`config.mk`:
```
export PLATFORM = sky130hd
export DESIGN_NAME = dma_crc_append
export DESIGN_NICKNAME = d
export VERILOG_FILES = /design/src/rtl/crc_dma_pkg.sv /design/src/rtl/crc_lfsr.sv /design/src/rtl/src_counter.sv /design/src/rtl/crc_pack.sv /design/src/rtl/dma_crc_append.sv
export SDC_FILE = /design/constraint.sdc
export NUM_CORES = 1
export LEC_CHECK = 0
export BUFFER_PORTS_ARGS = -buffer_cell sky130_fd_sc_hd__buf_4
export CAP_MARGIN = 20
export CORE_UTILIZATION = 52
export DETAILED_ROUTE_END_ITERATION = 10
export PLACE_DENSITY = 0.8
export SYNTH_ARGS = -nofsm -noshare
export SYNTH_HDL_FRONTEND = slang
export SYNTH_SLANG_ARGS = --single-unit
```
`constraint.sdc`:
```
create_clock -name clk -period 2.42 [get_ports clk]
set_clock_uncertainty 0.15 [all_clocks]
set_input_delay 0.242 -clock clk [delete_from_list [all_inputs] [get_ports clk]]
set_output_delay 0.242 -clock clk [all_outputs]
set_load 0.1 [all_outputs]
```
`src/rtl/crc_dma_pkg.sv`:
```
package crc_dma_pkg;
    typedef enum logic [2:0] {
        ST_IDLE,
        ST_READ,
        ST_SHIFT,
        ST_WRITE,
        ST_FIN
    } scan_state_t;
endpackage

```
`src/rtl/crc_lfsr.sv`:
```
module crc_lfsr #(
    parameter int LEN_W = 4,
    localparam int CRC_W = 1 << LEN_W
) (
    input  logic             clk,
    input  logic             rst_n,
    input  logic             load,
    input  logic [LEN_W-1:0] len,
    input  logic [CRC_W-1:0] seed,
    input  logic [CRC_W-1:0] poly,
    input  logic             shift,
    input  logic             din,
    output logic [CRC_W-1:0] crc
);
    logic [CRC_W:0]   wide_mask;
    logic [CRC_W-1:0] mask_q, poly_q, nxt;

    assign wide_mask = ((CRC_W+1)'(1) << ({1'b0, len} + (LEN_W+1)'(1))) - (CRC_W+1)'(1);

    always_comb begin
        nxt = crc >> 1;
        if (crc[0] ^ din) begin
            nxt = nxt ^ poly_q;
        end
        nxt = nxt & mask_q;
    end

    always_ff @(posedge clk or negedge rst_n) begin
        if (!rst_n) begin
            crc    <= '0;
            mask_q <= '0;
            poly_q <= '0;
        end else if (load) begin
            crc    <= seed & wide_mask[CRC_W-1:0];
            mask_q <= wide_mask[CRC_W-1:0];
            poly_q <= poly;
        end else if (shift) begin
            crc <= nxt;
        end
    end

    // register never holds bits above the programmed width
    a_r3_within_width: assert property (@(posedge clk) disable iff (!rst_n)
        (crc & ~mask_q) == '0);
endmodule

```
`src/rtl/src_counter.sv`:
```
module src_counter #(
    parameter int AW = 16,
    parameter int SW = 16
) (
    input  logic          clk,
    input  logic          rst_n,
    input  logic          load,
    input  logic [AW-1:0] base,
    input  logic [SW-1:0] size,
    input  logic          step,
    output logic [AW-1:0] addr,
    output logic [SW-1:0] remain
);
    always_ff @(posedge clk or negedge rst_n) begin
        if (!rst_n) begin
            addr   <= '0;
            remain <= '0;
        end else if (load) begin
            addr   <= base;
            remain <= size;
        end else if (step) begin
            addr   <= addr + AW'(1);
            remain <= remain - SW'(1);
        end
    end

    // count never steps below zero
    a_r4_no_underflow: assert property (@(posedge clk) disable iff (!rst_n)
        (step && !load) |-> remain != '0);
endmodule

```
`src/rtl/crc_pack.sv`:
```
module crc_pack #(
    parameter int CRC_W = 16,
    parameter int SW    = 16,
    parameter int WB    = 4
) (
    input  logic [CRC_W-1:0]  crc,
    input  logic [SW-1:0]     dst_size,
    output logic [WB*8-1:0]   data,
    output logic [WB-1:0]     be,
    output logic              none
);
    logic [WB*8-1:0] crc_ext;

    assign crc_ext = (WB*8)'(crc);
    assign none    = (dst_size == '0);

    for (genvar i = 0; i < WB; i++) begin : g_lane
        assign be[i]          = (dst_size > SW'(i));
        assign data[8*i +: 8] = be[i] ? crc_ext[8*i +: 8] : 8'h00;
    end

    // enabled lanes are always a contiguous low group
    always_comb begin
        a_r6_be_contiguous: assert ((be & (be + WB'(1))) == '0);
    end
endmodule

```
`src/rtl/dma_crc_append.sv`:
```
module dma_crc_append
    import crc_dma_pkg::*;
#(
    parameter int          AW      = 16,
    parameter int          SW      = 16,
    parameter int          LEN_W   = 4,
    parameter int          WB      = 4,
    parameter logic [2:0]  CHAN_ID = 3'd0,
    localparam int         CRC_W   = 1 << LEN_W
) (
    input  logic             clk,
    input  logic             rst_n,
    input  logic             cfg_append_en,
    input  logic             cfg_crc_en,
    input  logic [2:0]       cfg_chan,
    input  logic [LEN_W-1:0] cfg_len,
    input  logic [CRC_W-1:0] cfg_poly,
    input  logic [CRC_W-1:0] cfg_seed,
    input  logic [AW-1:0]    cfg_src_addr,
    input  logic [SW-1:0]    cfg_src_size,
    input  logic [AW-1:0]    cfg_dst_addr,
    input  logic [SW-1:0]    cfg_dst_size,
    input  logic             cfg_pat_en,
    input  logic [7:0]       cfg_pat,
    input  logic             start,
    input  logic             abort_req,
    output logic             rd_req,
    output logic [AW-1:0]    rd_addr,
    input  logic             rd_valid,
    input  logic [7:0]       rd_data,
    input  logic             rd_err,
    output logic             wr_req,
    output logic [AW-1:0]    wr_addr,
    output logic [WB*8-1:0]  wr_data,
    output logic [WB-1:0]    wr_be,
    input  logic             wr_ack,
    output logic             busy,
    output logic             done,
    output logic             aborted
);
    scan_state_t state, state_nx;

    logic [AW-1:0]    dst_addr_q;
    logic [SW-1:0]    dst_size_q;
    logic             pat_en_q;
    logic [7:0]       pat_q;
    logic [7:0]       byte_q;
    logic [2:0]       bit_q;
    logic             match_q;
    logic             aborted_q;
    logic [SW-1:0]    remain;
    logic [CRC_W-1:0] crc;
    logic             dst_none;

    logic cfg_ok, accept, rd_take, bit_step, scan_end, kill;

    assign cfg_ok   = cfg_append_en && cfg_crc_en && (cfg_chan == CHAN_ID)
                      && (cfg_src_size != '0);
    assign accept   = (state == ST_IDLE) && start && cfg_ok;
    assign rd_take  = (state == ST_READ) && !abort_req && rd_valid && !rd_err;
    assign bit_step = (state == ST_SHIFT) && !abort_req;
    assign scan_end = match_q || (remain == '0);
    assign kill     = ((state == ST_READ) && (abort_req || (rd_valid && rd_err)))
                      || ((state == ST_SHIFT) && abort_req);

    src_counter #(.AW(AW), .SW(SW)) u_cnt (
        .clk(clk), .rst_n(rst_n), .load(accept), .base(cfg_src_addr),
        .size(cfg_src_size), .step(rd_take), .addr(rd_addr), .remain(remain)
    );

    crc_lfsr #(.LEN_W(LEN_W)) u_lfsr (
        .clk(clk), .rst_n(rst_n), .load(accept), .len(cfg_len),
        .seed(cfg_seed), .poly(cfg_poly), .shift(bit_step),
        .din(byte_q[bit_q]), .crc(crc)
    );

    crc_pack #(.CRC_W(CRC_W), .SW(SW), .WB(WB)) u_pack (
        .crc(crc), .dst_size(dst_size_q), .data(wr_data), .be(wr_be),
        .none(dst_none)
    );

    // state register
    always_ff @(posedge clk or negedge rst_n) begin
        if (!rst_n) begin
            state <= ST_IDLE;
        end else begin
            state <= state_nx;
        end
    end

    // next state
    always_comb begin
        state_nx = state;
        unique case (state)
            ST_IDLE:  if (accept) state_nx = ST_READ;
            ST_READ: begin
                if (abort_req)     state_nx = ST_IDLE;
                else if (rd_valid) state_nx = rd_err ? ST_IDLE : ST_SHIFT;
            end
            ST_SHIFT: begin
                if (abort_req) begin
                    state_nx = ST_IDLE;
                end else if (bit_q == 3'd7) begin
                    if (!scan_end)     state_nx = ST_READ;
                    else if (dst_none) state_nx = ST_FIN;
                    else               state_nx = ST_WRITE;
                end
            end
            ST_WRITE: if (wr_ack) state_nx = ST_FIN;
            ST_FIN:   state_nx = ST_IDLE;
            default:  state_nx = ST_IDLE;
        endcase
    end

    // datapath registers
    always_ff @(posedge clk or negedge rst_n) begin
        if (!rst_n) begin
            dst_addr_q <= '0;
            dst_size_q <= '0;
            pat_en_q   <= 1'b0;
            pat_q      <= '0;
            byte_q     <= '0;
            bit_q      <= '0;
            match_q    <= 1'b0;
            aborted_q  <= 1'b0;
        end else begin
            if (accept) begin
                dst_addr_q <= cfg_dst_addr;
                dst_size_q <= cfg_dst_size;
                pat_en_q   <= cfg_pat_en;
                pat_q      <= cfg_pat;
                aborted_q  <= 1'b0;
            end
            if (kill) begin
                aborted_q <= 1'b1;
            end
            if (rd_take) begin
                byte_q  <= rd_data;
                bit_q   <= '0;
                match_q <= pat_en_q && (rd_data == pat_q);
            end else if (bit_step) begin
                bit_q <= bit_q + 3'd1;
            end
        end
    end

    // outputs
    always_comb begin
        rd_req  = (state == ST_READ);
        wr_req  = (state == ST_WRITE);
        wr_addr = dst_addr_q;
        busy    = (state != ST_IDLE);
        done    = (state == ST_FIN);
        aborted = aborted_q;
    end

    // a start with zero source size is not taken
    a_r1_zero_size_rejected: assert property (@(posedge clk) disable iff (!rst_n)
        (!busy && start && cfg_src_size == '0) |=> !busy);
    // read request and address held until response
    a_r2_read_hold: assert property (@(posedge clk) disable iff (!rst_n)
        (rd_req && !rd_valid && !abort_req) |=> (rd_req && $stable(rd_addr)));
    // reads and the write never overlap
    a_r2_no_overlap: assert property (@(posedge clk) disable iff (!rst_n)
        !(rd_req && wr_req));
    // upper write bits stay clear
    a_r6_high_zero: assert property (@(posedge clk) disable iff (!rst_n)
        wr_req |-> (wr_data >> CRC_W) == '0);
    // abort during scan leaves no write and returns idle
    a_r9_abort_no_write: assert property (@(posedge clk) disable iff (!rst_n)
        (busy && !wr_req && abort_req) |=> (!wr_req && !busy));
    // read error ends the scan as aborted
    a_r10_err_abort: assert property (@(posedge clk) disable iff (!rst_n)
        (rd_req && rd_valid && rd_err) |=> (aborted && !busy));
    // done follows the accepted write and lasts one cycle
    a_r11_done_after_ack: assert property (@(posedge clk) disable iff (!rst_n)
        (wr_req && wr_ack) |=> done);
    a_r11_done_single: assert property (@(posedge clk) disable iff (!rst_n)
        done |=> !done);
endmodule

```
### Word-level counts from Yosys, hierarchy flattened

Cells that the tools add are included.

* output and inout bits: 73
* word-level logic and storage cells: 93
* flip-flop bits (word level): 137

* reduce and logical (&&, ||, !) cells: 29
* multiplexer cells: 25
* equality and inequality tests: 10
* bitwise gates (word level): 4
* add/sub/neg operators: 5
* shift-type cells: 1
* order comparisons: 5

Operator list (count)
* two-way mux 16 bit: 7
* bitwise AND 16 bit: 2
* > comparator 16 x 1 -> 1 bit, second input constant: 2
* > comparator 16 x 2 -> 1 bit, second input constant: 2
* zero test 16 bit: 2
* two-way mux 3 bit: 10
* adder 16 x 1 -> 16 bit, second input constant: 1
* two-way mux 8 bit: 2
* nonzero test 16 bit: 1
* << shifter 1 x 5 -> 16 bit, first input constant: 1
* subtractor 16 x 1 -> 16 bit, second input constant: 1
* subtractor 16 x 2 -> 16 bit, second input constant: 1
* bitwise XOR 15 x 16 -> 16 bit: 1
* logical AND 1 bit: 13
* one-hot mux 3 bit (4 select lines): 1
* == test 8 bit: 1
* nonzero test 2 bit: 4
* == test 3 x 2 -> 1 bit, second input constant: 2
* == test 3 bit, second input constant: 2
* zero test 3 bit: 2
* != test 3 x 2 -> 1 bit, second input constant: 2
* adder 4 x 1 -> 5 bit, second input constant: 1
* less-than comparator 3 x 4 -> 1 bit, second input constant: 1
* AND reduction 4 bit: 1
* other kinds (11): 16

### Logic depth before layout (Yosys ltp)

Gate-level depths: netlist (run 1).

* depth after elaboration: 7
* mapped depth: 11
* gate-level depth less buffers: 9

### Modules after synthesis

Synthesis (run 1) repeated with hierarchy kept, for this count alone.

* cells, all modules: 701
* area, all modules: 7402.1 um2

By module, submodules not included
* dma_crc_append: instances 1, area an instance 2730.1 um2, cells an instance 206, sequential area each 1426.4 um2
* crc_lfsr: instances 1, area an instance 2534.9 um2, cells an instance 257, sequential area each 1201.2 um2
* src_counter: instances 1, area an instance 1767.9 um2, cells an instance 194, sequential area each 800.8 um2
* crc_pack: instances 1, area an instance 369.1 um2, cells an instance 44, sequential area each 0.0 um2

### Worst setup path before layout (run 1)

Ideal clock, no wire load.

* kind: register to output
* start: register dst_size_q[3]
* end: output port wr_data[0]
* data arrival time: 3522 ps
* data required time: 2028 ps
* cell stages (with the launch flop): 7
* slack: -1494 ps
* path buffers: 1
* cell sequence: dfrtp_1 nor4_1 nand4_1 nor3_1 inv_1 clkbuf_1 and2_1

* word-level cells in the longest chain between the ends: 2

Ends and longest elaborated chain
* from (decl): RTL line dma_crc_append.sv:44 `logic [SW-1:0] dst_size_q;`
* from (signal assigned): RTL line dma_crc_append.sv:129 `dst_size_q <= cfg_dst_size;`
* > comparator 16 x 1 -> 1 bit: RTL line crc_pack.sv:18 `assign be[i] = (dst_size > SW'(i));`
* named net wr_be[0]: RTL line dma_crc_append.sv:35 `output logic [WB-1:0] wr_be,`
* two-way mux 8 bit: RTL line crc_pack.sv:19 `assign data[8*i +: 8] = be[i] ? crc_ext[8*i +: 8] : 8'h00;`
* to (decl): RTL line dma_crc_append.sv:34 `output logic [WB*8-1:0] wr_data,`

The timed path passes the listed nets, and every way through them passes these cells.

### Worst setup path after layout (run 1)

* start: register dst_size_q[15]
* end: output port wr_data[13]

* word-level cells in the longest chain between the ends: 2

Ends and longest elaborated chain (RTL line)
* > comparator 16 x 1 -> 1 bit: crc_pack.sv:18
* two-way mux 8 bit: crc_pack.sv:19

Every way passes these cells.

==> results of run 1 <==
==> power groups by stage <==
| stage | Combinational, mW | Sequential (mW) | Clock [mW] |
|---|---|---|---|
| floorplan | 2.57 | 4.69 | 0 |
| global placement | 4.66 | 3.62 | 0 |
| detailed placement | 4.74 | 3.63 | 0 |
| CTS | 5.24 | 3.64 | 2.57 |
| global route | 5.70 | 3.78 | 2.66 |
| finish | 5.41 | 3.70 | 2.55 |
==> layout make-up <==
| class | instances | area (um^2) |
|---|---|---|
| well taps | 172 | 215.2 |
| fillers | 710 | 2195 |
| flip-flops and latches | 137 | 3430 |
| repair buffers | 327 | 2893 |
| clock inverters | 11 | 123.9 |
| multi-input cells | 617 | 3473 |
| inverters | 10 | 40.04 |
| clock buffers | 19 | 452.9 |
| diodes | 1 | 2.502 |
==> synthesized netlist by cell type (4+ instances only) <==
| cell type | instances | area share, % |
|---|---|---|
| a21oi_1 | 22 | 1.6 |
| a221o_1 | 9 | 1.3 |
| a22oi_1 | 4 | 0.43 |
| a31oi_1 | 12 | 1.1 |
| and2_1 | 11 | 0.99 |
| and3_1 | 4 | 0.36 |
| buf_1 | 7 | 0.38 |
| buf_2 | 6 | 0.43 |
| buf_4 | 16 | 1.7 |
| clkbuf_1 | 29 | 1.6 |
| dfrtp_1 | 137 | 49 |
| ha_1 | 5 | 0.90 |
| inv_1 | 10 | 0.54 |
| nand2_1 | 286 | 15 |
| nand3_1 | 26 | 1.9 |
| nand4_1 | 7 | 0.63 |
| nor2_1 | 32 | 1.7 |
| nor2b_1 | 8 | 0.72 |
| nor3_1 | 13 | 0.93 |
| nor3b_1 | 11 | 1.2 |
| nor4_1 | 12 | 1.1 |
| o211ai_1 | 14 | 1.5 |
| o21ai_0 | 44 | 3.2 |
| or3_1 | 4 | 0.36 |
| xor2_1 | 28 | 3.5 |
==> worst reg2reg max path, delay by kind of cell (launching register included) <==
family	cells	cell delay (ps)
xor gates and xnor gates	2	370
buffers and inverters	1	160
DFF	1	400
and+or+nand+nor	1	120
muxes	2	780
AOI/OAI and AO/OA	1	230
==> kinds of logic after synthesis <==
kind of cell / Yosys count / synth area share, %
AO/OA/AOI/OAI: 125 / 11.45
XOR/XNOR: 32 / 4.133
adder cells (fa/ha/maj): 5 / 0.8985
buffers and inverters: 69 / 4.798
flip-flops: 137 / 49.24
multiplexers: 5 / 1.276
other: 2 / 0.1079
AND/OR/NAND/NOR: 432 / 28.10
==> state kept, by name, indices dropped and copies added (netlist names), 3 cells and up <==
name           cells
dst_size_q        16
u_cnt.addr        16
u_cnt.remain      16
u_lfsr.crc        16
u_lfsr.mask_q     16
u_lfsr.poly_q     16
wr_addr           16
byte_q             8
pat_q              8
bit_q              3
state              3
==> how the worst max path moves through the flow <==
stage,start,to,slack [ps]
6_report,dst_size_q[15],wr_data[13],-80
4_1_cts,dst_size_q[3],wr_data[7],-0.8
5_1_grt,dst_size_q[6],wr_data[8],-160
3_5_place_dp,bit_q[1],u_lfsr.crc[9],-50
3_3_place_gp,bit_q[1],u_lfsr.crc[4],30
2_1_floorplan,dst_size_q[5],wr_data[13],-760
==> what timing repair did <==
action                     CTS  global route
gates cloned                 1             0
buffers inserted             5             2
resized for setup           28             8
hold endpoints to repair   157             0
hold buffers               109             0
setup endpoints to repair   31           119
pin swaps                    4             4
==> routing by layer <==
metal / GRT usage [%] / vias up
met5: 0 / -
met4: 14.50 / 0
met3: 7.946 / 63
met2: 58.05 / 347
met1: 37.45 / 3455
li1: - / 3307
==> stage by stage <==
stage	setup TNS, ps	cell area [um^2]
2_1_floorplan	-21380	7222
3_3_place_gp	0	8722
3_5_place_dp	-97.08	8722
4_1_cts	-0.7803	10580
5_1_grt	-2477	10630
6_report	-1060	10630
==> results.py, run 1 <==
metrics = {
    "run_status": {
        "status": "finished with violations",
        "violations": "negative setup slack",
    },
    "synthesis": {
        "syn-cell-area_um2": 6963,
        "synth_cell_types": 55,
        "avgSynthCellArea_um2": 8.628,
        "ys_seq_area_share_pct": 49.24,
        "synth_ff_type": "dfrtp_1",
        "syn_inst": 807,
        "synthArstFlopShare_pct": 100.0,
        "yosysWarnings": 0,
        "synth-seq-cells": 137,
        "synth_edf_count": 0,
    },
    "drt": {
        "num_vias": 7172,
        "drt_iter0_drc": 611,
        "routed-wl-met2_um": 11490,
        "vias_per_cell": 5.543,
        "dr_wl_met3_um": 1518,
        "dr.max_layer_used": "met4",
        "wl_per_cell_um": 17.18,
        "wl_um": 22240,
        "drt_pre_antenna_iters": 5,
        "drt-met1-wl_um": 8479,
        "drc_errors": 0,
        "drtAntennaViolNets": 0,
    },
    "pwr": {
        "power_switching_mw": 5.358,
        "vdd.ir_drop.worst_uv": 912.8,
        "seq_power_share_pct": 31.7,
        "power.internal_mw": 6.306,
        "switching_share_pct": 45.94,
        "p_total_mw": 11.66,
        "power.density_nw_per_um2": 1097,
        "cellLeakagePower_nw": 5.123,
        "clockPowerShare_pct": 21.9,
        "combPwrFrac_pct": 46.4,
    },
    "global_routing": {
        "grt_overflow_total": 0,
        "track_usage_pct": 32.81,
        "grt_pass1_wl_um": 36040,
        "antenna_found_initial": 1,
        "grt_pass1_vias": 7429,
        "grt_max_degree": 52,
    },
    "die": {
        "rows": 41,
        "io_pins": 202,
        "die_x_um": 117.7,
        "core_um2": 12820,
        "dieArea_um2": 13860,
        "fp.dieH_um": 117.7,
        "start_util_pct": 54.29,
    },
    "critical_path": {
        "cpLargestDelayFamily": "simple AND/OR/NAND/NOR gates",
        "slowest_delay_ps": 390,
        "r2r-start": "bit_q[1]",
        "cp-start-kind": "register",
        "endpoint_kind": "output port",
        "regToRegEndpoint": "u_lfsr.crc[0]",
        "slowest_stage": "dfrtp_1",
        "worst-path-stages": 7,
        "critPathKind": "reg -> out",
        "worstPathRequired_ps": 2030,
        "worstPathMaxFanout": 9,
        "cp.arrival_ps": 2110,
        "path_buf_inv": 3,
        "reg2reg_depth": 7,
        "reg2reg_slack_ps": 110,
        "worstPathCellList": "nor4_1 -> nand4_1 -> buf_4 -> nor2_4 -> buf_12 -> nor2b_1 -> buf_6",
    },
    "layout": {
        "final_util_pct": 82.89,
        "syn_to_final_growth_pct": 52.67,
        "final_cells": 1294,
        "fin_nets": 1244,
        "layout_commonest_cell": "nand2_1",
        "final_cell_mix": "284 x nand2_1, 192 x buf_4, 136 x dfrtp_1",
        "drive_gt1_share_pct": 26.58,
    },
    "place": {
        "pre_cts_ws_ps": -48.25,
        "hpwl_um": 12640,
        "place_inst": 1146,
        "port-buffer-count": 185,
        "gp_congestion": 0.8241,
    },
    "timing": {
        "period_needed_ps": 2497,
        "whs_ps": 21.91,
        "drv_slew": 0,
        "hold_viol_final": 0,
        "tightest_slew_ps": 659.6,
        "rsz0062_at_grt": "yes",
        "finalCritPeriodShare_pct": 103.2,
        "fmax_mhz": 400.4,
        "worst_slack_ps": -77.48,
        "slew_headroom_pct": 56.03,
        "setup_viol": 17,
    },
    "flow_run": {
        "drv_cap": 0,
    },
    "clocking": {
        "clockBufferDepth": 2,
        "clk_latency_ps": 430,
        "cts_sinks": 137,
        "clkTransAtPathRegs_ps": 60,
        "cts-buffers-inserted": 17,
        "htreeDepth": 4,
        "cts_tree": "done",
        "cts-root-buf": "clkbuf_16",
    },
    "min_path": {
        "hold_start": "cfg_seed[11]",
        "min_to": "u_lfsr.crc[11]",
        "hold_class": "in -> reg",
        "hold_depth": 3,
    },
}
No activity file was read; power rests on OpenSTA's default activity.
==> run 2: changes to the inputs <==
--- a/config.mk
+++ b/config.mk
@@ -5,11 +5,12 @@
 export SDC_FILE = /design/constraint.sdc
 export NUM_CORES = 1
 export LEC_CHECK = 0
+export ABC_AREA = 1
 export BUFFER_PORTS_ARGS = -buffer_cell sky130_fd_sc_hd__buf_4
 export CAP_MARGIN = 20
-export CORE_UTILIZATION = 52
+export CORE_UTILIZATION = 53
 export DETAILED_ROUTE_END_ITERATION = 10
-export PLACE_DENSITY = 0.8
+export PLACE_DENSITY = 0.81
 export SYNTH_ARGS = -nofsm -noshare
 export SYNTH_HDL_FRONTEND = slang
 export SYNTH_SLANG_ARGS = --single-unit
==> constraint.sdc (replaced) <==
create_clock -name clk -period 2.7 [get_ports clk]
set_clock_uncertainty 0.15 [all_clocks]
set_input_delay 0.27 -clock clk [delete_from_list [all_inputs] [get_ports clk]]
set_output_delay 0.27 -clock clk [all_outputs]
set_load 0.1 [all_outputs]
==> run 2 against run 1 <==
Net effect: the flow now finishes without violations; power rose by 2.8%; via count grew 5.7%; clock power shrank 7%; critical endpoint is now wr_data[1].
==> results.py, run 2 <==
metrics = {
    "global_routing": {
        "grt_pass1_wl_um": 35160,
        "grt_max_degree": 77,
        "track_usage_pct": 31.50,
        "grt_pass1_vias": 7468,
        "antenna_found_initial": 0,
        "grt_overflow_total": 0,
    },
    "drt": {
        "drt_pre_antenna_iters": 8,
        "vias_per_cell": 5.206,
        "drtAntennaViolNets": 0,
        "wl_per_cell_um": 14.91,
        "num_vias": 7580,
        "drc_errors": 0,
        "drt_iter0_drc": 751,
        "wl_um": 21710,
    },
    "synthesis": {
        "avgSynthCellArea_um2": 7.505,
        "synthArstFlopShare_pct": 100.0,
        "synth_top_area_share_pct": 46.33,
        "syn_inst": 986,
        "synth.area.top_cells": "dfrtp_1 46%, nand2_1 17%, nor2_1 5.4%, inv_1 4.8%, nand3_1 4.3%",
        "synth_most_common_cell": "nand2_1",
        "synth_edf_count": 0,
        "ys_seq_area_share_pct": 46.33,
        "post_synth_most_frequent_cells": "339 x nand2_1, 137 x dfrtp_1, 107 x nor2_1",
        "synth_cell_types": 43,
        "syn-cell-area_um2": 7400,
        "synth_ff_type": "dfrtp_1",
        "yosysWarnings": 0,
        "yosys.area.top_type": "dfrtp_1",
        "synth-seq-cells": 137,
    },
    "timing": {
        "tightest_slew_ps": 716.5,
        "setup_viol": 0,
        "worst_slack_ps": 230.3,
        "period_needed_ps": 2470,
        "whs_ps": 15.32,
        "rsz0062_at_grt": "no",
        "drv_slew": 0,
        "fmax_mhz": 404.9,
        "finalCritPeriodShare_pct": 91.47,
        "hold_viol_final": 0,
        "slew_headroom_pct": 52.23,
    },
    "place": {
        "port-buffer-count": 185,
        "gp_congestion": 0.8883,
        "pre_cts_ws_ps": 400.0,
        "dpl_cell_area_um2": 8974,
        "hpwl_um": 13470,
        "place_inst": 1326,
    },
    "layout": {
        "layout_commonest_cell": "nand2_1",
        "syn_to_final_growth_pct": 42.64,
        "final_cell_mix": "338 x nand2_1, 193 x buf_4, 137 x dfrtp_1",
        "final_cells": 1456,
        "fin_nets": 1401,
        "drive_gt1_share_pct": 20.86,
        "final_cell_area_um2": 10560,
        "diodes": 0,
    },
    "die": {
        "start_util_pct": 55.00,
        "rows": 42,
        "core_um2": 13450,
        "dieArea_um2": 14440,
        "fp.dieH_um": 120.2,
        "io_pins": 202,
        "die_x_um": 120.2,
    },
    "critical_path": {
        "worstPathRequired_ps": 2280,
        "slowest_delay_ps": 390,
        "endpoint_kind": "output port",
        "cpLargestDelayFamily": "simple AND/OR/NAND/NOR gates",
        "path_buf_inv": 2,
        "slowest_stage": "dfrtp_1",
        "worstPathMaxFanout": 9,
        "cp.arrival_ps": 2050,
        "worstPathCellList": "nor2_1 -> nand2_1 -> nor2_2 -> nand4_1 -> clkinv_4 -> nor2_4 -> buf_4",
        "cp-start-kind": "register",
        "critPathKind": "reg -> out",
    },
    "clocking": {
        "postCtsSetupBuffers": 0,
        "htreeDepth": 4,
        "clockBufferDepth": 2,
        "cts-root-buf": "clkbuf_16",
        "cts-buffers-inserted": 17,
        "cts_resized": 0,
        "cts_tree": "done",
        "clk_latency_ps": 430,
        "clkTransAtPathRegs_ps": 60,
        "cts_sinks": 137,
    },
    "run_status": {
        "status": "finished clean",
    },
    "pwr": {
        "cellLeakagePower_nw": 5.481,
        "vdd.ir_drop.worst_uv": 849.5,
        "power.density_nw_per_um2": 1136,
    },
    "flow_run": {
        "drv_cap": 0,
    },
    "min_path": {
        "hold_class": "in -> reg",
    },
}
[run 2: cell count changes in the layout (fill, tap and decap cells not counted), moves of 11 or more]
cell	previous run	this run
buf_6	16	1
dlygate4sd3_1	109	98
inv_1	9	94
nand2_1	284	338
nand3_1	24	64
nor2_1	29	97
nor3b_1	11	0
o21ai_0	22	33
o21ai_1	22	2
xnor2_1	3	15
[run 2: power breakdown]
part | internal [mW] | total [mW] | switching, mW
combinational | 1.70 | 6.19 | 4.49
sequential | 2.81 | 3.44 | 0.636
clock | 1.46 | 2.36 | 0.904
[run 2: what timing repair did]
item	4_1_cts	5_1_grt
hold buffers	98	0
setup endpoints to repair	0	0
endpoints found under the hold margin	171	0
[run 2: cells by family (layout without fill, tap and decap cells)]
group	count (synthesis)	count (layout)	share of synthesized area, %
adders and majority gates	5	5	0.8455
xor gates and xnor gates	38	38	4.498
AOI/OAI and AO/OA	101	101	8.015
buffers and inverters	151	430	9.520
other	2	17	0.1015
and+or+nand+nor	552	552	30.69
DFF	137	137	46.33
[run 2: path summary, 6_finish.rpt]
kind / startpoint / endpoint / slack (ps) / cells after the start
worst min-delay path: cfg_seed[12] / u_lfsr.crc[12] / 20 / 3
min in group asynchronous: rst_n / u_cnt.remain[0] / 300 / 2
max in group asynchronous: rst_n / u_cnt.addr[4] / 1350 / 3
worst max-delay path: dst_size_q[8] / wr_data[1] / 230 / 7
worst max register to register: state[1] / state[0] / 340 / 10
worst min register to register: byte_q[5] / byte_q[5] / 330 / 2
[run 2: tightest hold or removal path, cell delays in order]
cell     delay, ps
buf_4           80
a21oi_1         60
a21oi_1        140
[run 2: metrics by stage]
stage / setup TNS [ps] / util (%) / total power [mW]
after floorplan: -6032 / - / 8.066
after global placement: 0 / 66.70 / 9.315
after detailed placement: 0 / 66.70 / 9.429
after CTS: 0 / 78.46 / 11.95
after global routing: 0 / 78.46 / 12.59
final: 0 / 78.46 / 12.00
[run 2: cell type report]
cell class / count / area (um^2)
clock inverter: 10 / 116.4
clock buffer: 22 / 484.2
tap: 176 / 220.2
fill: 912 / 2898
inverter: 103 / 395.4
timing repair buffer: 295 / 2501
sequential: 137 / 3428
multi-input combinational: 713 / 3410
[run 2: routing by layer]
metal / vias to the layer above / part of all wire [%] / track usage [%]
met5: - / 0 / 0
met4: 0 / 1.7 / 9.531
met3: 38 / 7.8 / 7.462
met2: 385 / 50 / 54.96
met1: 3524 / 40 / 38.41
li1: 3633 / - / -
==> run 3: changes to the inputs <==
--- a/config.mk
+++ b/config.mk
@@ -5,12 +5,12 @@
 export SDC_FILE = /design/constraint.sdc
 export NUM_CORES = 1
 export LEC_CHECK = 0
-export ABC_AREA = 1
+export ABC_AREA = 0
 export BUFFER_PORTS_ARGS = -buffer_cell sky130_fd_sc_hd__buf_4
 export CAP_MARGIN = 20
-export CORE_UTILIZATION = 53
+export CORE_UTILIZATION = 52
 export DETAILED_ROUTE_END_ITERATION = 10
-export PLACE_DENSITY = 0.81
+export PLACE_DENSITY = 0.8
 export SYNTH_ARGS = -nofsm -noshare
 export SYNTH_HDL_FRONTEND = slang
 export SYNTH_SLANG_ARGS = --single-unit
==> run 3 against run 2 <==
Net effect: utilization is 1.5 points higher; critical path depth is 1 lower; global-route usage is 1.3 points lower; clock power is 5% higher; flip-flop and latch count stayed put; non-clock buffer count is 11 higher; routed wire length is 6.6% lower; register-to-register slack better by 20 ps; sequential power is 5% lower; via count is 9.5% lower; design area is 2.9% lower.
==> results.py, run 3 (synthesis gave the netlist of run 1 again) <==
metrics = {
    "pwr": {
        "seq_power_share_pct": 32.4,
        "power_switching_mw": 4.559,
        "clockPowerShare_pct": 24.6,
        "power.internal_mw": 5.532,
        "switching_share_pct": 45.18,
        "vdd.ir_drop.worst_uv": 583.0,
        "cellLeakagePower_nw": 5.005,
        "p_total_mw": 10.09,
        "power.density_nw_per_um2": 984.4,
        "combPwrFrac_pct": 43.0,
    },
    "timing": {
        "setup_viol": 0,
        "drv_slew": 0,
        "finalCritPeriodShare_pct": 95.78,
        "slew_headroom_pct": 60.43,
        "worst_slack_ps": 113.8,
        "fmax_mhz": 386.7,
        "tns_ps": 0,
        "period_needed_ps": 2586,
        "hold_viol_final": 0,
        "tightest_slew_ps": 593.5,
        "whs_ps": 7.080,
    },
    "critical_path": {
        "cp_common_cell": "buf_4",
        "worstPathMaxFanout": 9,
        "worstPathRequired_ps": 2280,
        "reg2reg_slack_ps": 360,
        "regToRegEndpoint": "u_lfsr.mask_q[15]",
        "slowest_stage": "dfrtp_1",
        "critPathKind": "reg -> out",
        "endpoint_kind": "output port",
        "slowest_delay_ps": 390,
        "reg2reg_depth": 4,
        "worstPathCellList": "nor4_2 -> nand4_1 -> buf_4 -> nor2_4 -> nor2b_1 -> buf_4",
        "r2r-start": "state[1]",
        "cp-start-kind": "register",
        "cp.arrival_ps": 2170,
    },
    "run_status": {
        "status": "finished clean",
    },
    "die": {
        "io_pins": 202,
        "start_util_pct": 54.29,
        "fp.dieH_um": 117.7,
        "rows": 41,
        "dieArea_um2": 13860,
        "die_x_um": 117.7,
        "core_um2": 12820,
    },
    "place": {
        "pre_cts_ws_ps": 375.9,
        "place_inst": 1136,
        "gp_congestion": 0.8144,
        "hpwl_um": 12190,
        "dpl_cell_area_um2": 8544,
        "port-buffer-count": 185,
    },
    "clocking": {
        "clkTransAtPathRegs_ps": 60,
        "htreeDepth": 4,
        "clockBufferDepth": 2,
        "cts_sinks": 137,
        "clk_latency_ps": 420,
        "postCtsSetupBuffers": 0,
        "cts-root-buf": "clkbuf_16",
        "cts-buffers-inserted": 17,
        "cts_tree": "done",
    },
    "min_path": {
        "hold_depth": 3,
        "min_to": "u_lfsr.crc[13]",
        "hold_class": "in -> reg",
        "hold_start": "cfg_seed[13]",
    },
    "drt": {
        "drc_errors": 0,
        "wl_um": 20270,
        "vias_per_cell": 5.389,
        "drt_pre_antenna_iters": 5,
        "drt_iter0_drc": 622,
        "wl_per_cell_um": 15.93,
        "drtAntennaViolNets": 0,
        "num_vias": 6860,
    },
    "layout": {
        "diodes": 0,
        "final_cell_area_um2": 10250,
        "final_util_pct": 79.93,
        "syn_to_final_growth_pct": 47.22,
        "final_cell_mix": "286 x nand2_1, 197 x buf_4, 137 x dfrtp_1",
        "final_cells": 1273,
        "layout_commonest_cell": "nand2_1",
        "fin_nets": 1222,
        "drive_gt1_share_pct": 24.16,
    },
    "global_routing": {
        "grt_max_degree": 66,
        "antenna_found_initial": 0,
        "grt_pass1_wl_um": 33400,
        "track_usage_pct": 30.17,
        "grt_overflow_total": 0,
        "grt_pass1_vias": 6817,
    },
    "flow_run": {
        "drv_cap": 0,
    },
}
-- run 3: what timing repair did --
item,in CTS,in global routing
endpoints found under the hold margin,163,0
setup endpoints to repair,8,10
pin swaps,0,2
gates resized for setup,1,3
cloned,0,0
hold buffers,105,0
-- run 3: how the worst max path moves through the flow --
stage,start,endpoint,slack [ps],depth (start not counted)
final,dst_size_q[12],wr_data[15],110,6
after global routing,dst_size_q[12],wr_data[15],-20,6
after CTS,dst_size_q[12],wr_data[7],20,6
after detailed placement,dst_size_q[12],wr_data[3],380,6
after global placement,state[1],u_lfsr.mask_q[15],430,4
after floorplan,dst_size_q[5],wr_data[13],-500,4
-- run 3: final cells by class --
type	count	area, um^2
sequential	137	3428
multi-input combinational	616	3332
timing repair buffer	306	2601
fill	817	2574
clock buffer	18	439.2
tap	172	215.2
clock inverter	14	197.7
inverter	10	37.54
-- run 3: power groups by stage --
stage               registers [mW]  clock network [mW]  logic, mW
detailed placement            3.25                   0       4.17
finish                        3.27                2.48       4.34
CTS                           3.23                2.50       4.32
floorplan                     4.19                   0       2.24
global placement              3.23                   0       4.11
global route                  3.35                2.59       4.59
-- run 3: metal layers --
layer	up-vias	wire, um	global-route usage, %
met4	0	350	9.936
met2	276	10350	51.65
met5	-	0	0
met1	3281	8515	38.19
met3	30	1051	6.056
li1	3273	-	-
-- run 3: worst max-delay path, delay by kind of cell, from the launching register on --
family	cells	cell delay (ps)
simple gates	4	880
buf+inv	2	480
flops	1	390
